--- src/rtl/io_route_pkg.sv ---
`timescale 1ns/1ps
package io_route_pkg;
  localparam int unsigned ADDR_W = 32;
  localparam int unsigned DESC_W = 64;
  localparam int unsigned DEST_W = 3;

  typedef logic [DEST_W-1:0] dest_t;

  // masked-range descriptor, reserved bits dropped
  typedef struct packed {
    dest_t       dest;
    logic        spec;
    logic [19:0] base;
    logic [19:0] mask;
  } mdesc_t;

  // hole-punch descriptor, reserved bits dropped
  typedef struct packed {
    dest_t       dest;
    logic [15:0] wen;
    logic [15:0] ren;
    logic [13:0] base;
  } hdesc_t;

  // reset image: flagged cycles at 0..FFFFh go to the given port
  function automatic mdesc_t spec_default(input dest_t id);
    mdesc_t d;
    d.dest = id;
    d.spec = 1'b1;
    d.base = 20'h00000;
    d.mask = 20'hFFFF0;
    return d;
  endfunction
endpackage

--- src/rtl/io_mask_bank.sv ---
`timescale 1ns/1ps
module io_mask_bank
  import io_route_pkg::*;
#(
  parameter int unsigned N_DESC  = 4,
  parameter dest_t       SPEC_ID = 3'd1
) (
  input  logic                 clk,
  input  logic                 rst_n,
  input  logic [N_DESC-1:0]    wr_sel,
  input  logic [DESC_W-1:0]    wr_data,
  input  logic [19:0]          addr_hi,   // request address [31:12]
  input  logic                 req_spec,
  output logic [N_DESC-1:0]    hit,
  output dest_t [N_DESC-1:0]   dest
);
  mdesc_t wr_fields;
  logic   unused_rsvd;

  assign wr_fields.dest = wr_data[63:61];
  assign wr_fields.spec = wr_data[60];
  assign wr_fields.base = wr_data[39:20];
  assign wr_fields.mask = wr_data[19:0];
  assign unused_rsvd    = ^wr_data[59:40];

  for (genvar i = 0; i < N_DESC; i++) begin : g_slot
    localparam mdesc_t RST_VAL = (i == 0) ? spec_default(SPEC_ID) : '0;
    mdesc_t slot_q, slot_d;

    always_comb begin
      slot_d = slot_q;
      if (wr_sel[i]) slot_d = wr_fields;
    end

    always_ff @(posedge clk or negedge rst_n) begin
      if (!rst_n) slot_q <= RST_VAL;
      else        slot_q <= slot_d;
    end

    assign hit[i]  = (slot_q.mask != '0) &&
                     ((addr_hi & slot_q.mask) == slot_q.base) &&
                     (req_spec == slot_q.spec);
    assign dest[i] = slot_q.dest;
  end
endmodule

--- src/rtl/io_hole_bank.sv ---
`timescale 1ns/1ps
module io_hole_bank
  import io_route_pkg::*;
#(
  parameter int unsigned N_DESC = 2
) (
  input  logic                 clk,
  input  logic                 rst_n,
  input  logic [N_DESC-1:0]    wr_sel,
  input  logic [DESC_W-1:0]    wr_data,
  input  logic [17:0]          addr_hi,   // request address [31:14]
  input  logic                 req_write,
  input  logic                 req_spec,
  output logic [N_DESC-1:0]    hit,
  output dest_t [N_DESC-1:0]   dest
);
  hdesc_t     wr_fields;
  logic       unused_rsvd;
  logic [3:0] chunk;

  assign wr_fields.dest = wr_data[63:61];
  assign wr_fields.wen  = wr_data[47:32];
  assign wr_fields.ren  = wr_data[31:16];
  assign wr_fields.base = wr_data[13:0];
  assign unused_rsvd    = ^{wr_data[60:48], wr_data[15:14]};
  assign chunk          = addr_hi[3:0];

  for (genvar i = 0; i < N_DESC; i++) begin : g_slot
    hdesc_t slot_q, slot_d;
    logic   dir_en;

    always_comb begin
      slot_d = slot_q;
      if (wr_sel[i]) slot_d = wr_fields;
    end

    always_ff @(posedge clk or negedge rst_n) begin
      if (!rst_n) slot_q <= '0;
      else        slot_q <= slot_d;
    end

    assign dir_en  = req_write ? slot_q.wen[chunk] : slot_q.ren[chunk];
    assign hit[i]  = !req_spec && (addr_hi[17:4] == slot_q.base) && dir_en;
    assign dest[i] = slot_q.dest;
  end
endmodule

--- src/rtl/io_hit_pick.sv ---
`timescale 1ns/1ps
module io_hit_pick
  import io_route_pkg::*;
#(
  parameter int unsigned N_IN   = 6,
  parameter dest_t       SUB_ID = 3'd7
) (
  input  logic [N_IN-1:0]   hit,
  input  dest_t [N_IN-1:0]  dest_in,
  output dest_t             dest_out,
  output logic              multi
);
  // walk from the top index down so the lowest matching index wins
  always_comb begin
    dest_out = SUB_ID;
    for (int i = N_IN - 1; i >= 0; i--) begin
      if (hit[i]) dest_out = dest_in[i];
    end
  end

  assign multi = (hit & (hit - 1'b1)) != '0;
endmodule

--- src/rtl/io_desc_router.sv ---
`timescale 1ns/1ps
module io_desc_router
  import io_route_pkg::*;
#(
  parameter int unsigned N_MASK  = 4,
  parameter int unsigned N_HOLE  = 2,
  parameter logic [2:0]  SUB_ID  = 3'd7,
  parameter logic [2:0]  SPEC_ID = 3'd1,
  localparam int unsigned N_ALL  = N_MASK + N_HOLE,
  localparam int unsigned IDX_W  = (N_ALL > 1) ? $clog2(N_ALL) : 1
) (
  input  logic              clk,
  input  logic              rst_n,
  input  logic              cfg_we,
  input  logic [IDX_W-1:0]  cfg_idx,
  input  logic [63:0]       cfg_data,
  input  logic              req_valid,
  output logic              req_ready,
  input  logic [31:0]       req_addr,
  input  logic              req_write,
  input  logic              req_spec,
  output logic              out_valid,
  input  logic              out_ready,
  output logic [2:0]        out_dest,
  output logic [31:0]       out_addr,
  output logic              multi_hit
);
  // reset: asserted asynchronously, released on the clock
  logic rst_meta, rst_ok;
  always_ff @(posedge clk or negedge rst_n) begin
    if (!rst_n) begin
      rst_meta <= 1'b0;
      rst_ok   <= 1'b0;
    end else begin
      rst_meta <= 1'b1;
      rst_ok   <= rst_meta;
    end
  end

  // configuration index decode; indices past N_ALL select nothing
  logic [N_ALL-1:0] wr_sel;
  always_comb begin
    for (int i = 0; i < N_ALL; i++) begin
      wr_sel[i] = cfg_we && (cfg_idx == IDX_W'(i));
    end
  end

  logic [N_MASK-1:0]  mask_hit;
  dest_t [N_MASK-1:0] mask_dest;
  logic [N_HOLE-1:0]  hole_hit;
  dest_t [N_HOLE-1:0] hole_dest;

  io_mask_bank #(.N_DESC(N_MASK), .SPEC_ID(SPEC_ID)) u_mask (
    .clk      (clk),
    .rst_n    (rst_ok),
    .wr_sel   (wr_sel[N_MASK-1:0]),
    .wr_data  (cfg_data),
    .addr_hi  (req_addr[31:12]),
    .req_spec (req_spec),
    .hit      (mask_hit),
    .dest     (mask_dest)
  );

  io_hole_bank #(.N_DESC(N_HOLE)) u_hole (
    .clk       (clk),
    .rst_n     (rst_ok),
    .wr_sel    (wr_sel[N_ALL-1:N_MASK]),
    .wr_data   (cfg_data),
    .addr_hi   (req_addr[31:14]),
    .req_write (req_write),
    .req_spec  (req_spec),
    .hit       (hole_hit),
    .dest      (hole_dest)
  );

  logic [N_ALL-1:0]  all_hit;
  dest_t [N_ALL-1:0] all_dest;
  dest_t             pick_dest;
  logic              pick_multi;

  assign all_hit  = {hole_hit, mask_hit};
  assign all_dest = {hole_dest, mask_dest};

  io_hit_pick #(.N_IN(N_ALL), .SUB_ID(SUB_ID)) u_pick (
    .hit      (all_hit),
    .dest_in  (all_dest),
    .dest_out (pick_dest),
    .multi    (pick_multi)
  );

  // output stage
  logic  fire;
  logic  ov_q, ov_d;
  logic  mh_q, mh_d;
  dest_t dest_q;
  logic [31:0] addr_q;

  assign req_ready = rst_ok && (!ov_q || out_ready);
  assign fire      = req_valid && req_ready;

  always_comb begin
    ov_d = ov_q;
    if (fire)           ov_d = 1'b1;
    else if (out_ready) ov_d = 1'b0;
    mh_d = mh_q | (fire & pick_multi);
  end

  always_ff @(posedge clk or negedge rst_ok) begin
    if (!rst_ok) begin
      ov_q <= 1'b0;
      mh_q <= 1'b0;
    end else begin
      ov_q <= ov_d;
      mh_q <= mh_d;
    end
  end

  always_ff @(posedge clk) begin
    if (fire) begin
      dest_q <= pick_dest;
      addr_q <= req_addr;
    end
  end

  assign out_valid = ov_q;
  assign out_dest  = dest_q;
  assign out_addr  = addr_q;
  assign multi_hit = mh_q;
endmodule

--- config.mk ---
export PLATFORM = sky130hd
export DESIGN_NAME = io_desc_router
export DESIGN_NICKNAME = d
export VERILOG_FILES = /design/src/rtl/io_route_pkg.sv /design/src/rtl/io_mask_bank.sv /design/src/rtl/io_hole_bank.sv /design/src/rtl/io_hit_pick.sv /design/src/rtl/io_desc_router.sv
export SDC_FILE = /design/constraint.sdc
export NUM_CORES = 1
export LEC_CHECK = 0
export BUFFER_PORTS_ARGS = -buffer_cell sky130_fd_sc_hd__buf_2
export CORE_MARGIN = 4
export CORE_UTILIZATION = 45
export DETAILED_ROUTE_END_ITERATION = 8
export PLACE_DENSITY = 0.72
export SETUP_SLACK_MARGIN = 0.1
export SLEW_MARGIN = 0
export SYNTH_ARGS = -nofsm -noshare
export SYNTH_HDL_FRONTEND = slang
export SYNTH_SLANG_ARGS = --single-unit
--- constraint.sdc ---
create_clock -name clk -period 10.3 [get_ports clk]
set_clock_uncertainty 0.1 [all_clocks]
set_input_delay 0 -clock clk [delete_from_list [all_inputs] [get_ports clk]]
set_output_delay 0 -clock clk [all_outputs]
set_load 0.05 [all_outputs]
Yosys cells after proc, flatten, opt, wreduce, memory -nomap -nowiden
Cells that the tools add are included.
- word-level logic and storage cells: 102
- bits of input ports: 106
- output and inout bits: 38
- flip-flop bits (word level): 313
- $lt $le $gt $ge: 1
- reductions and logical operators: 30
- mux-type cells: 18
- equality and inequality tests: 15
- add/sub/neg operators: 1
- bitwise operators: 7
- operators by type and width (kind ; count):
    AND 20 bit ; 4
    == test 20 bit ; 4
    nonzero test 20 bit ; 4
    == test 14 bit ; 2
    logical AND 1 bit ; 20
    2-to-1 mux 3 bit ; 6
    binary-select mux 1 bit (select 4 bit) ; 4
    2-to-1 mux 1 bit ; 8
    AND 6 bit ; 1
    == test 3 x 2 -> 1 bit, second input constant ; 2
    == test 3 bit, second input constant ; 2
    nonzero test 6 bit ; 1
    subtractor 6 x 1 -> 6 bit, second input constant ; 1
    < comparator 4 x 5 -> 1 bit, second input constant ; 1
    == test 1 bit ; 4
    == test 3 x 1 -> 1 bit, second input constant ; 1
    logical NOT 3 bit ; 1
    logical NOT 1 bit ; 2
    nonzero test 2 bit ; 1
    AND 1 bit ; 1
    logical OR 1 bit ; 1
    OR 1 bit ; 1

Depth between registers and ports, before layout
Gate-level depths: netlist of the first run.
- depth in word-level cells: 10
- gate-level depth with buffers: 11
- gate-level depth less buffers: 7

By module
Synthesis of the first run repeated with hierarchy kept, for this count alone.
- cells, all modules: 1018
- area, all modules: 14229.9 µm²
- by module, submodules not included (module ; area an instance (µm²) ; cells an instance ; sequential area each (µm²) ; times used):
    io_mask_bank ; 8209.1 ; 633 ; 4426.7 ; 1
    io_hole_bank ; 4541.9 ; 299 ; 2452.4 ; 1
    io_desc_router ; 1262.5 ; 55 ; 1151.1 ; 1
    io_hit_pick ; 216.5 ; 31 ; 0.0 ; 1

Least setup slack after synthesis of the first run
Ideal clock, no wire load.
- path type: register to register
- start: register rst_ok
- end: register mh_q (netlist: multi_hit)
- cell stages (with the launch flop): 7
- library setup time: 0.080 ns
- path buffers: 0
- required time: 10.120 ns
- arrival: 8.570 ns
- clock period less this slack: 8.750 ns
- path slack: 1.550 ns
- cells stage by stage: dfrtp_1 -> and2_1 -> nand2_1 -> inv_1 -> o31a_1 -> o21ai_0 -> o211ai_2
- longest elaborated chain between the ends: 4
- RTL lines (element ; RTL line ; RTL):
    start, declared ; io_desc_router.sv:29 ; logic rst_meta, rst_ok;
    start signal, assigned ; io_desc_router.sv:36 ; rst_ok <= rst_meta;
    logical AND 1 bit ; io_desc_router.sv:98 ; assign req_ready = rst_ok && (!ov_q || out_ready);
    via req_ready ; io_desc_router.sv:18 ; output logic req_ready,
    logical AND 1 bit ; io_desc_router.sv:99 ; assign fire = req_valid && req_ready;
    via fire ; io_desc_router.sv:92 ; logic fire;
    AND 1 bit ; io_desc_router.sv:105 ; mh_d = mh_q | (fire & pick_multi);
    OR 1 bit ; io_desc_router.sv:105 ;
    via mh_d ; io_desc_router.sv:94 ; logic mh_q, mh_d;
    end signal, assigned ; io_desc_router.sv:114 ; mh_q <= mh_d;
    end, declared ; io_desc_router.sv:94 ;
The timed path passes the listed nets, and every way through them passes these cells.
A chain may end at the register's enable or synchronous reset.

Worst setup path in the final report of the first run
- start: input req_addr[14]
- end: register dest_q[1] (netlist: out_dest[1]), data pin
- longest elaborated chain between the ends: 10
- elaborated cells on any way between the ends: 34
- classes of those cells: 4 x eq/ne; 16 x mux; 4 x bitwise; 10 x reduce/logical
- RTL lines (element ; RTL line ; RTL):
    start, declared ; io_desc_router.sv:19 ; input logic [31:0] req_addr,
    binary-select mux 1 bit (select 4 bit) ; io_hole_bank.sv:42 ; assign dir_en = req_write ? slot_q.wen[chunk] : slot_q.ren[chunk];
    2-to-1 mux 1 bit (not written as such) ; io_hole_bank.sv:42 ;
    2-to-1 mux 1 bit ; io_hole_bank.sv:42 ;
    logical AND 1 bit ; io_hole_bank.sv:43 ; assign hit[i] = !req_spec && (addr_hi[17:4] == slot_q.base) && dir_en;
    2-to-1 mux 3 bit (5 in a row) ; io_hit_pick.sv:17 ; if (hit[i]) dest_out = dest_in[i];
    2-to-1 mux 3 bit (*) ; io_hit_pick.sv:17 ;
    via pick_dest[1] ; io_desc_router.sv:78 ; dest_t pick_dest;
    end signal, assigned ; io_desc_router.sv:120 ; dest_q <= pick_dest;
    end, declared ; io_desc_router.sv:95 ; dest_t dest_q;
The timed path passes the listed nets; every way through them passes the cells marked *. The select of a mux whose other input is x is not followed.

==> metrics.md, run 1 <==
| Metric | Value |
|---|---|
| Final instance area | `0.01723 mm^2` |
| Final slew viol count | `0` |
| Highest Clock Rate | `0.2953 GHz` |
| Final hold vios | `0` |
| Max transition margin | `28.88%` |
| Async SR Flop Fraction | `88.82%` |
| Ratio of cells with drive above 1 in the final layout | `38.66%` |
| Pin count of the biggest net entering global routing | `169` |
| Final setup margin | `6914 ps` |
| Starting Density | `46.10%` |
| Count of yosys warnings during synthesis | `0` |
| Cell count of the worst hold path | `2` |
| H-tree depth | `2` |
| Register-to-Register Setup Slack | `7040 ps` |
| Cell area after placement | `0.01525 mm^2` |
| Syn_nets | `1157` |
| Final estimated routing congestion in global placement | `0.9038` |
| Worst hold path startpoint | `req_addr[16]` |
| Final period demand of the worst path | `3386 ps` |
| Number of enable flip-flop cells after synthesis | `35` |
| Number of optimization iterations in the first detailed-route pass | `5` |
| Library cell with the largest summed area after synthesis | `dfrtp_1` |
| Largest fanout of any net on the critical path | `20` |
| DRC violations left | `0` |
| Worst slack after detailed placement | `6842 ps` |
| Total number of placement rows | `64` |
| Number of nets in the final layout | `1369` |
| Initial DRC count | `820` |
| Crit path required time | `10470 ps` |
| Met2 routed wirelength | `19190 um` |
| Hold Crit Endpoint | `out_addr[16]` |
| Ratio of total power to cell area | `204.3 mW/mm^2` |
| Worst Path Class, Setup | `in -> reg` |
| Synthesized netlist cell count | `1051` |
| Cell internal power dissipation | `2.544 mW` |
| Setup fix buffers added after clock tree synthesis | `0` |
| Nature of the critical path startpoint | `input pin` |
| Worst hold path class | `in -> reg` |
| Part of the power in the clock network | `34.0%` |
| Clk sink count | `313` |
| Count of final setup violators | `0` |
| Vertical die dimension | `186.0 um` |
| Final period utilization | `32.88%` |
| Highest metal layer used by the detailed router | `met4` |
| I/O pins | `144` |
| HPWL after detailed placement | `26220 um` |
| Post-synthesis instance area | `0.01425 mm^2` |
| Final core utilization | `55.76%` |
| Sw frac | `27.73%` |
| Worst hold slack after final layout | `46.71 ps` |
| Initial antenna violation count | `0` |
| Unrepaired setup endpoints after global routing | `false` |
| Die area | `0.03458 mm^2` |
| Total congestion overflow | `0` |
| Setup_tns | `0 ps` |
| Met3 Routed Length | `2270 um` |
| Cell count of the worst reg-to-reg path | `7` |
| Mean area per synthesized cell | `13.56 um^2` |
| Primary flip-flop cell chosen by synthesis mapping | `dfrtp_1` |
| Via count of the first global-routing pass | `9749` |
| Outcome | `finished clean` |
| Measured slew at the worst slew-check pin | `1058 ps` |
| Critical path arrival | `3550 ps` |
| Avg Vias per Cell | `5.780` |
| Share of synthesized area occupied by flip-flops and latches | `56.35%` |
| Synthesis-to-finish area growth | `20.94%` |
| Width of the die | `186.0 um` |
| Detailed-route wire length per cell | `23.10 um` |
| Distinct cells, synth | `58` |
| Crit. End Element | `flop` |
| Synthesis-stage register bit count | `313` |
| Wire length of the first global-routing pass | `58820 um` |
| Port buffer count | `131` |
| Clock-pin slew reported for the worst setup and hold paths after clock tree synthesis | `60 ps` |
| Total routed wirelength | `38890 um` |
| Switching power summed over all nets | `976.1 uW` |
| TritonCTS clock tree | `built` |
| Reg-to-reg endpoint | `out_dest[0]` |
| Share of Yosys cell area claimed by the top area cell type | `45.66%` |
| Placeable core area | `0.03091 mm^2` |
| Clock latency on the worst-skew pair | `520 ps` |
| Part of the total power dissipated in sequential elements | `48.4%` |
| Combinational share of power | `17.7%` |
| Wire length the detailed router placed on met1 | `16550 um` |
| Diodes inserted | `0` |
| Startpoint of the worst-slack reg-to-reg timing path | `u_mask.g_slot[3].slot_q[40]` |
| Total clock buffers created by CTS | `34` |
| Top area cells in the synthesized netlist | `dfrtp_1 (46%), mux2_2 (21%), edfxtp_1 (7.4%)` |
| Worst-case clock buffer depth | `3` |
| Overall fraction of global-route tracks in use | `22.50%` |
| ANT nets after route | `0` |
| P_leak | `7.439 nW` |
| Total number of vias | `9734` |
| Maximum VDD drop | `0.09261 mV` |
| Count of maximum capacitance violations | `0` |
| CTS root buf | `clkbuf_16` |
-- cell usage in the layout, fill, tap and decap left out, types with 15 or more instances in the layout --
| master | netlist | final |
|---|---|---|
| mux2_2 | 270 | 270 |
| dfrtp_1 | 260 | 259 |
| buf_2 | 8 | 131 |
| dlygate4sd3_1 | 0 | 88 |
| a21oi_1 | 53 | 53 |
| and3_1 | 44 | 44 |
| edfxtp_1 | 35 | 35 |
| clkbuf_16 | 0 | 34 |
| nand2_1 | 31 | 31 |
| nor4_1 | 30 | 30 |
| xor2_1 | 25 | 25 |
| mux2i_1 | 25 | 25 |
| xnor2_1 | 19 | 19 |
| dfstp_2 | 18 | 18 |
| o22a_1 | 16 | 16 |
| a21boi_0 | 16 | 16 |
| and3b_1 | 17 | 16 |
| nand3_1 | 16 | 15 |
-- flip-flops by register name, summed over array words and instances, names as in the netlist --
signal / cells
u_mask.g_slot.slot_q: 164
u_hole.g_slot.slot_q: 92
multi_hit: 1
u_hole.dest: 6
out_valid: 1
out_dest: 3
out_addr: 32
rst_meta: 1
rst_ok: 1
u_mask.dest: 12
-- power groups by stage --
stage | logic, mW | clock network (mW) | registers, mW
after floorplan | 0.414 | 0 | 1.68
after global placement | 0.574 | 0 | 1.70
after detailed placement | 0.591 | 0 | 1.71
after CTS | 0.622 | 1.22 | 1.70
after global routing | 0.675 | 1.27 | 1.73
final | 0.622 | 1.20 | 1.70
-- synthesized netlist by cell type (18+ instances only) --
cell / instances
a21oi_1: 53
and3_1: 44
clkbuf_1: 27
dfrtp_1: 260
dfstp_2: 18
edfxtp_1: 35
mux2_2: 270
mux2i_1: 25
nand2_1: 31
nor4_1: 30
xnor2_1: 19
xor2_1: 25
-- per-stage QoR --
stage / total power, mW / instances
floorplan: 2.096 / 1051
global placement: 2.275 / 1535
detailed placement: 2.306 / 1535
CTS: 3.534 / 1684
global route: 3.670 / 1684
finish: 3.520 / 1684
-- cell type report --
type | count | area [um^2]
fillers | 2540 | 13680
flip-flops and latches | 313 | 8034
multi-input cells | 676 | 5948
repair buffers | 229 | 1624
clock buffers | 50 | 991.0
well taps | 396 | 495.5
clock inverters | 11 | 107.6
inverters | 9 | 33.78
-- worst max path at each step --
| stage | slack (ps) | startpoint | to |
|---|---|---|---|
| finish | 6910 | req_addr[14] | out_dest[1] |
| global route | 6870 | req_addr[14] | out_dest[1] |
| CTS | 6930 | req_addr[14] | out_dest[1] |
| detailed placement | 6840 | req_addr[16] | out_dest[1] |
| global placement | 6810 | req_addr[16] | out_dest[1] |
| floorplan | 1550 | rst_ok | multi_hit |
-- logic make-up (layout without fill, tap and decap cells) --
kind of cell / Yosys count / after routing / synth area share, %
compound gates: 145 / 145 / 6.735
xor+xnor: 44 / 44 / 2.704
fa+ha+maj: 2 / 2 / 0.1493
buf+inv: 62 / 299 / 2.072
flops: 313 / 313 / 56.35
mux: 299 / 299 / 23.83
other cells: 1 / 1 / 0.02632
simple gates: 185 / 185 / 8.131
-- worst max-delay path, cell delays in order --
cell and delay (ps):
dlygate4sd3_1 520, buf_2 400, and2b_1 300, a22oi_1 320, a21oi_1 230, nor4_1 880, nand3b_1 290, o31a_1 360
o221a_2 240
-- repair_timing --
action / 4_1_cts / 5_1_grt
gates resized for setup: 0 / 0
hold buffers: 88 / 0
endpoints found under the hold margin: 309 / 0
-- routing by layer --
metal	track usage (%)	vias to the layer above
met5	0	-
met3	3.420	50
met4	5.625	0
li1	-	4336
met1	30.92	5066
met2	37.80	282
(Power assumes the default switching activity.)
==> inputs of run 2 (changes only) <==
- clock period: 10.3 -> 3.5 ns (I/O delays scaled with it)
==> metrics.md, run 2 (synthesis results as in run 1) <==
| Metric | Value |
|---|---|
| Outcome | `finished clean` |
| Combinational share of power | `18.0% (+0.3 points)` |
| Pin count of the biggest net entering global routing | `162 (-4.1%)` |
| Part of the power in the clock network | `33.1% (-0.9 points)` |
| Most frequent cells in the layout | `mux2_2 (270), dfrtp_1 (259), buf_2 (131), dlygate4sd3_1 (89), a21oi_1 (53)` |
| Port buffer count | `131 (unchanged)` |
| Total number of placement rows | `64 (unchanged)` |
| Final period utilization | `96.03%` |
| Overall fraction of global-route tracks in use | `22.79% (+0.29 points)` |
| Count of final setup violators | `0 (unchanged)` |
| Avg Vias per Cell | `5.710 (-1.2%)` |
| Maximum VDD drop | `0.3921 mV (+320%)` |
| Slowest CP cell | `nor4_1` |
| Commonest non-fill, non-tap cell in the layout | `mux2_2` |
| Final period demand of the worst path | `3361 ps` |
| Measured slew at the worst slew-check pin | `946.0 ps (-111.9 ps)` |
| Crit path required time | `3700 ps (-6770 ps)` |
| Total routed wirelength | `39010 um (+0.29%)` |
| Via count of the first global-routing pass | `9988 (+2.5%)` |
| Setup fix buffers added after clock tree synthesis | `0 (unchanged)` |
| TritonCTS clock tree | `built` |
| Worst slack after detailed placement | `21.71 ps (-6820 ps)` |
| ANT nets after route | `0 (unchanged)` |
| Largest fanout of any net on the critical path | `20 (unchanged)` |
| CTS root buf | `clkbuf_16` |
| Crit. End Element | `flop` |
| Met2 routed wirelength | `18780 um (-2.2%)` |
| HPWL after detailed placement | `27170 um (+3.6%)` |
| P_leak | `7.467 nW (+0.37%)` |
| Width of the die | `186.0 um (unchanged)` |
| Chain of cells forming the critical path | `dlygate4sd3_1, buf_2, and2b_1, a22oi_1, a21oi_1, nor4_1, nand3b_1, o31a_1, o221a_2` |
| Highest Clock Rate | `0.2975 GHz` |
| Ratio of total power to cell area | `591.4 mW/mm^2 (+190%)` |
| Synthesis-to-finish area growth | `21.24%` |
| Wire length the detailed router placed on met1 | `17100 um (+3.3%)` |
| Final slew viol count | `0 (unchanged)` |
| Worst-case clock buffer depth | `3 (unchanged)` |
| Die area | `0.03458 mm^2 (unchanged)` |
| Layout fillers | `2527 (-0.51%)` |
| Part of the total power dissipated in sequential elements | `48.9% (+0.5 points)` |
| Final setup margin | `138.9 ps (-6775 ps)` |
| Number of optimization iterations in the first detailed-route pass | `4 (-1)` |
| Total congestion overflow | `0 (unchanged)` |
| H-tree depth | `1 (-1)` |
| Number of nets in the final layout | `1377 (+0.58%)` |
| Final estimated routing congestion in global placement | `0.9396 (+4.0%)` |
| DRC violations left | `0 (unchanged)` |
| Max transition margin | `36.35% (+7.5 points)` |
| Count of maximum capacitance violations | `0 (unchanged)` |
| Ratio of cells with drive above 1 in the final layout | `39.00% (+0.33 points)` |
| CTS resizes | `0 (unchanged)` |
| Vertical die dimension | `186.0 um (unchanged)` |
| Met3 Routed Length | `2060 um (-9.3%)` |
| Switching power summed over all nets | `2.770 mW (+180%)` |
| Worst hold slack after final layout | `54.36 ps (+7.644 ps)` |
| Clock latency on the worst-skew pair | `560 ps (+40 ps)` |
| Critical path arrival | `3560 ps (about the same)` |
| Critical path's largest stage delay | `870 ps (about the same)` |
| Unrepaired setup endpoints after global routing | `false` |
| Sw frac | `27.11% (-0.62 points)` |
| Detailed-route wire length per cell | `23.07 um (-0.12%)` |
| Clock-pin slew reported for the worst setup and hold paths after clock tree synthesis | `60 ps (about the same)` |
| Highest metal layer used by the detailed router | `met4` |
| Total clock buffers created by CTS | `31 (-8.8%)` |
| Initial DRC count | `680 (-17%)` |
| Worst Path Class, Setup | `in -> reg` |
| Diodes inserted | `0 (unchanged)` |
| Setup_tns | `0 ps (unchanged)` |
| Final hold vios | `0 (unchanged)` |
| Initial antenna violation count | `0 (unchanged)` |
| Max FFs per register | `164 (unchanged)` |
| Starting Density | `46.10% (unchanged)` |
| Wire length of the first global-routing pass | `59910 um (+1.9%)` |
| Reg with most FFs | `u_mask.g_slot.slot_q` |
| I/O pins | `144 (unchanged)` |
| Clk sink count | `313 (unchanged)` |
| Worst hold path class | `in -> reg` |
| Cell internal power dissipation | `7.447 mW (+190%)` |
| Placeable core area | `0.03091 mm^2 (unchanged)` |
| Nature of the critical path startpoint | `input pin` |
| Total number of vias | `9656 (-0.80%)` |
==> run 2: area by class of cell <==
class / instances / area [um^2] / area share [%]
tap: 396 / 495.5 / 2.868
timing repair buffer: 240 / 1709 / 9.893
sequential: 313 / 8034 / 46.50
multi-input combinational: 676 / 5957 / 34.48
inverter: 9 / 37.54 / 0.2173
clock buffer: 51 / 962.2 / 5.569
clock inverter: 6 / 81.33 / 0.4707
==> run 2: worst max-delay path: cells and delay by family <==
family / cells / cell delay [ps]
AO/OA/AOI/OAI: 4 / 1160
AND/OR/NAND/NOR: 3 / 1480
buffers and inverters: 2 / 920
==> run 2: final timing paths <==
| kind | start | endpoint | slack (ps) | cells after the start |
|---|---|---|---|---|
| min reg2reg | rst_ok | u_hole.g_slot[0].slot_q[20] | 130 | 0 |
| max | req_addr[14] | out_dest[1] | 140 | 9 |
| max reg2reg | u_hole.g_slot[1].slot_q[39] | out_dest[1] | 340 | 7 |
| max in group asynchronous | rst_ok | u_mask.g_slot[3].slot_q[19] | 1580 | 2 |
| min in group asynchronous | rst_ok | u_hole.g_slot[0].slot_q[20] | 130 | 0 |
| min | req_addr[1] | out_addr[1] | 50 | 2 |
==> run 2: repair_timing <==
| action | 4_1_cts | 5_1_grt |
|---|---|---|
| endpoints found under the setup margin | 0 | 0 |
| hold endpoints to repair | 310 | 0 |
| hold buffers | 89 | 0 |
==> run 2: per-stage QoR <==
| stage | power (mW) | util [%] | instances | area [um^2] |
|---|---|---|---|---|
| finish | 10.22 | 55.89 | 1691 | 17280 |
| floorplan | 6.165 | - | 1051 | 14270 |
| CTS | 10.26 | 55.89 | 1691 | 17280 |
| global route | 10.68 | 55.89 | 1691 | 17280 |
| detailed placement | 6.793 | 49.64 | 1545 | 15340 |
| global placement | 6.697 | 49.64 | 1545 | 15340 |
==> run 2: power by group through the flow <==
stage	Sequential (mW)	Clock, mW	Combinational [mW]
after floorplan	4.95	0	1.22
after global placement	5.00	0	1.70
after detailed placement	5.04	0	1.75
after CTS	4.98	3.43	1.84
after global routing	5.09	3.59	2.00
final	5.00	3.38	1.84
==> run 2: layer usage <==
layer	up-vias	GRT usage (%)
met5	-	0
met4	0	6.441
met3	59	3.342
met2	247	37.28
met1	4993	31.97
li1	4357	-
==> inputs of run 3 (changes only) <==
- GPL_TIMING_DRIVEN: default -> 0
- MAX_ROUTING_LAYER: default -> met4
- clock period: 3.5 -> 3.6 ns (I/O delays scaled with it)
==> metrics.md, run 3 (synthesis results as in run 1) <==
| Metric | Value |
|---|---|
| Final hold vios | `0 (unchanged)` |
| Met2 routed wirelength | `19680 um (+4.8%)` |
| Count of final setup violators | `0 (unchanged)` |
| Max transition margin | `32.91% (-3.4 points)` |
| Final estimated routing congestion in global placement | `0.9544 (+1.6%)` |
| Clock-pin slew reported for the worst setup and hold paths after clock tree synthesis | `60 ps (about the same)` |
| Wire length the detailed router placed on met1 | `17890 um (+4.6%)` |
| Commonest non-fill, non-tap cell in the layout | `mux2_2` |
| Largest fanout of any net on the critical path | `9 (-55%)` |
| Highest metal layer used by the detailed router | `met4` |
| Clk sink count | `313 (unchanged)` |
| Via count of the first global-routing pass | `10490 (+5.0%)` |
| Switching power summed over all nets | `2.897 mW (+4.6%)` |
| Register-to-Register Setup Slack | `410 ps (+70 ps)` |
| Highest Clock Rate | `0.3068 GHz` |
| Cell internal power dissipation | `7.755 mW (+4.1%)` |
| Multi-input combinational cell area | `0.005953 mm^2 (about the same)` |
| Width of the die | `186.0 um (unchanged)` |
| Vertical die dimension | `186.0 um (unchanged)` |
| Reg with most FFs | `u_mask.g_slot.slot_q` |
| Final period utilization | `90.54%` |
| Number of optimization iterations in the first detailed-route pass | `5 (+1)` |
| Cell area after placement | `0.01552 mm^2 (+1.1%)` |
| Placeable core area | `0.03091 mm^2 (unchanged)` |
| Number of nets in the final layout | `1418 (+3.0%)` |
| Total number of placement rows | `64 (unchanged)` |
| Unrepaired setup endpoints after global routing | `false` |
| Layout fillers | `2543 (+0.63%)` |
| HPWL after detailed placement | `29980 um (+10%)` |
| Total number of vias | `10150 (+5.1%)` |
| Critical path arrival | `3400 ps (-160 ps)` |
| Worst hold path class | `in -> reg` |
| Startpoint of the worst-slack reg-to-reg timing path | `u_mask.g_slot[3].slot_q[40]` |
| Outcome | `finished clean` |
| Setup fix buffers added after clock tree synthesis | `0 (unchanged)` |
| H-tree depth | `2 (+1)` |
| Hold Crit Endpoint | `out_addr[8]` |
| Detailed-route wire length per cell | `24.37 um (+5.6%)` |
| Max FFs per register | `164 (unchanged)` |
| Diodes inserted | `0 (unchanged)` |
| Total congestion overflow | `0 (unchanged)` |
| CTS root buf | `clkbuf_16` |
| Die area | `0.03458 mm^2 (unchanged)` |
| Overall fraction of global-route tracks in use | `25.38% (+2.6 points)` |
| Crit path required time | `3740 ps (+40 ps)` |
| Measured slew at the worst slew-check pin | `1004 ps (+58.26 ps)` |
| Combinational share of power | `17.2% (-0.8 points)` |
| Inst Count DP | `1580 (+2.3%)` |
| Worst hold path startpoint | `req_addr[8]` |
| DRC violations left | `0 (unchanged)` |
| Final slew viol count | `0 (unchanged)` |
| Crit. End Element | `flop` |
| Cell count of the worst hold path | `2 (unchanged)` |
| TritonCTS clock tree | `built` |
| Final period demand of the worst path | `3259 ps` |
| Initial DRC count | `805 (+18%)` |
| Met3 Routed Length | `2838 um (+38%)` |
| Starting Density | `46.10% (unchanged)` |
| Ratio of total power to cell area | `600.6 mW/mm^2 (+1.6%)` |
| Cell count of the worst reg-to-reg path | `7 (unchanged)` |
| Sw frac | `27.20% (+0.085 points)` |
| Final instance area | `0.01773 mm^2 (+2.7%)` |
| Port buffer count | `129 (-1.5%)` |
| Maximum VDD drop | `0.3294 mV (-16%)` |
| ANT nets after route | `0 (unchanged)` |
| Part of the total power dissipated in sequential elements | `46.0% (-2.9 points)` |
| Total clock buffers created by CTS | `34 (+9.7%)` |
| Reg-to-reg endpoint | `out_dest[0]` |
| Final core utilization | `57.38% (+1.5 points)` |
| Pin count of the biggest net entering global routing | `72 (-56%)` |
| Nature of the critical path startpoint | `input pin` |
| Final cell count without fillers | `1734 (+2.5%)` |
| Avg Vias per Cell | `5.853 (+2.5%)` |
| Initial antenna violation count | `0 (unchanged)` |
| Count of maximum capacitance violations | `0 (unchanged)` |
| Most frequent cells in the layout | `mux2_2 (270), dfrtp_1 (259), buf_2 (137), dlygate4sd3_1 (92), a21oi_1 (53)` |
| Synthesis-to-finish area growth | `24.45%` |
| Wire length of the first global-routing pass | `63830 um (+6.5%)` |
| Worst Path Class, Setup | `in -> reg` |
| P_leak | `7.646 nW (+2.4%)` |
| Worst-case clock buffer depth | `3 (unchanged)` |
| Area used by sequential logic in the layout | `0.008034 mm^2 (unchanged)` |
| Worst hold slack after final layout | `101.5 ps (+47.15 ps)` |
| I/O pins | `144 (unchanged)` |
| Total routed wirelength | `42250 um (+8.3%)` |
| Part of the power in the clock network | `36.9% (+3.8 points)` |
| Ratio of cells with drive above 1 in the final layout | `38.12% (-0.88 points)` |
| Clock latency on the worst-skew pair | `530 ps (-30 ps)` |
[run 3: timing repair]
item                                   in CTS  in global routing
setup endpoints to repair                   0                  2
hold buffers                               92                  0
gates resized for setup                     0                  2
endpoints found under the hold margin     310                  0
[run 3: worst max path at each step]
stage                             from           to  slack (ps)  depth (start not counted)
after floorplan                 rst_ok    multi_hit        -340                          6
after global placement          rst_ok    multi_hit       -1260                          6
after detailed placement  req_addr[16]  out_dest[1]         -90                         12
after CTS                 req_addr[25]  out_dest[0]         110                         10
after global routing      req_addr[25]  out_dest[0]         190                         10
final                     req_addr[25]  out_dest[0]         340                         10
[run 3: cell type report]
type,instances,share of cell area (%)
multi-input combinational,676,33.57
clock inverter,16,1.630
buffer,53,1.475
clock buffer,46,5.567
timing repair buffer,225,9.454
tap,396,2.794
inverter,9,0.2117
sequential,313,45.30
[run 3: critical path, cell delays in order]
cell	delay (ps)
dlygate4sd3_1	530
buf_2	120
clkbuf_1	470
nand3_1	160
a211oi_1	470
nand4_1	220
nor4_4	760
a21oi_1	140
a221oi_1	390
o21ai_1	150
[run 3: layer usage]
layer,vias up,track usage (%)
met2,378,39.17
met3,104,4.104
li1,4431,-
met4,0,10.43
met1,5236,33.74
met5,-,-
[run 3: metrics by stage]
| step | power (mW) | TNS [ps] | setup WS, ps |
|---|---|---|---|
| detailed placement | 6.647 | -92.89 | -92.89 |
| CTS | 10.65 | 0 | 113.7 |
| finish | 10.65 | 0 | 340.6 |
| global route | 11.07 | 0 | 194.0 |
| floorplan | 5.993 | -10160 | -336.7 |
| global placement | 6.535 | -111070 | -1264 |
[run 3: power groups by stage]
| stage | Clock (mW) | Sequential (mW) | Combinational, mW |
|---|---|---|---|
| final | 3.93 | 4.89 | 1.83 |
| after global routing | 4.12 | 4.97 | 1.97 |
| after CTS | 3.96 | 4.87 | 1.82 |
| after detailed placement | 0 | 4.92 | 1.72 |
| after global placement | 0 | 4.93 | 1.61 |
| after floorplan | 0 | 4.81 | 1.18 |
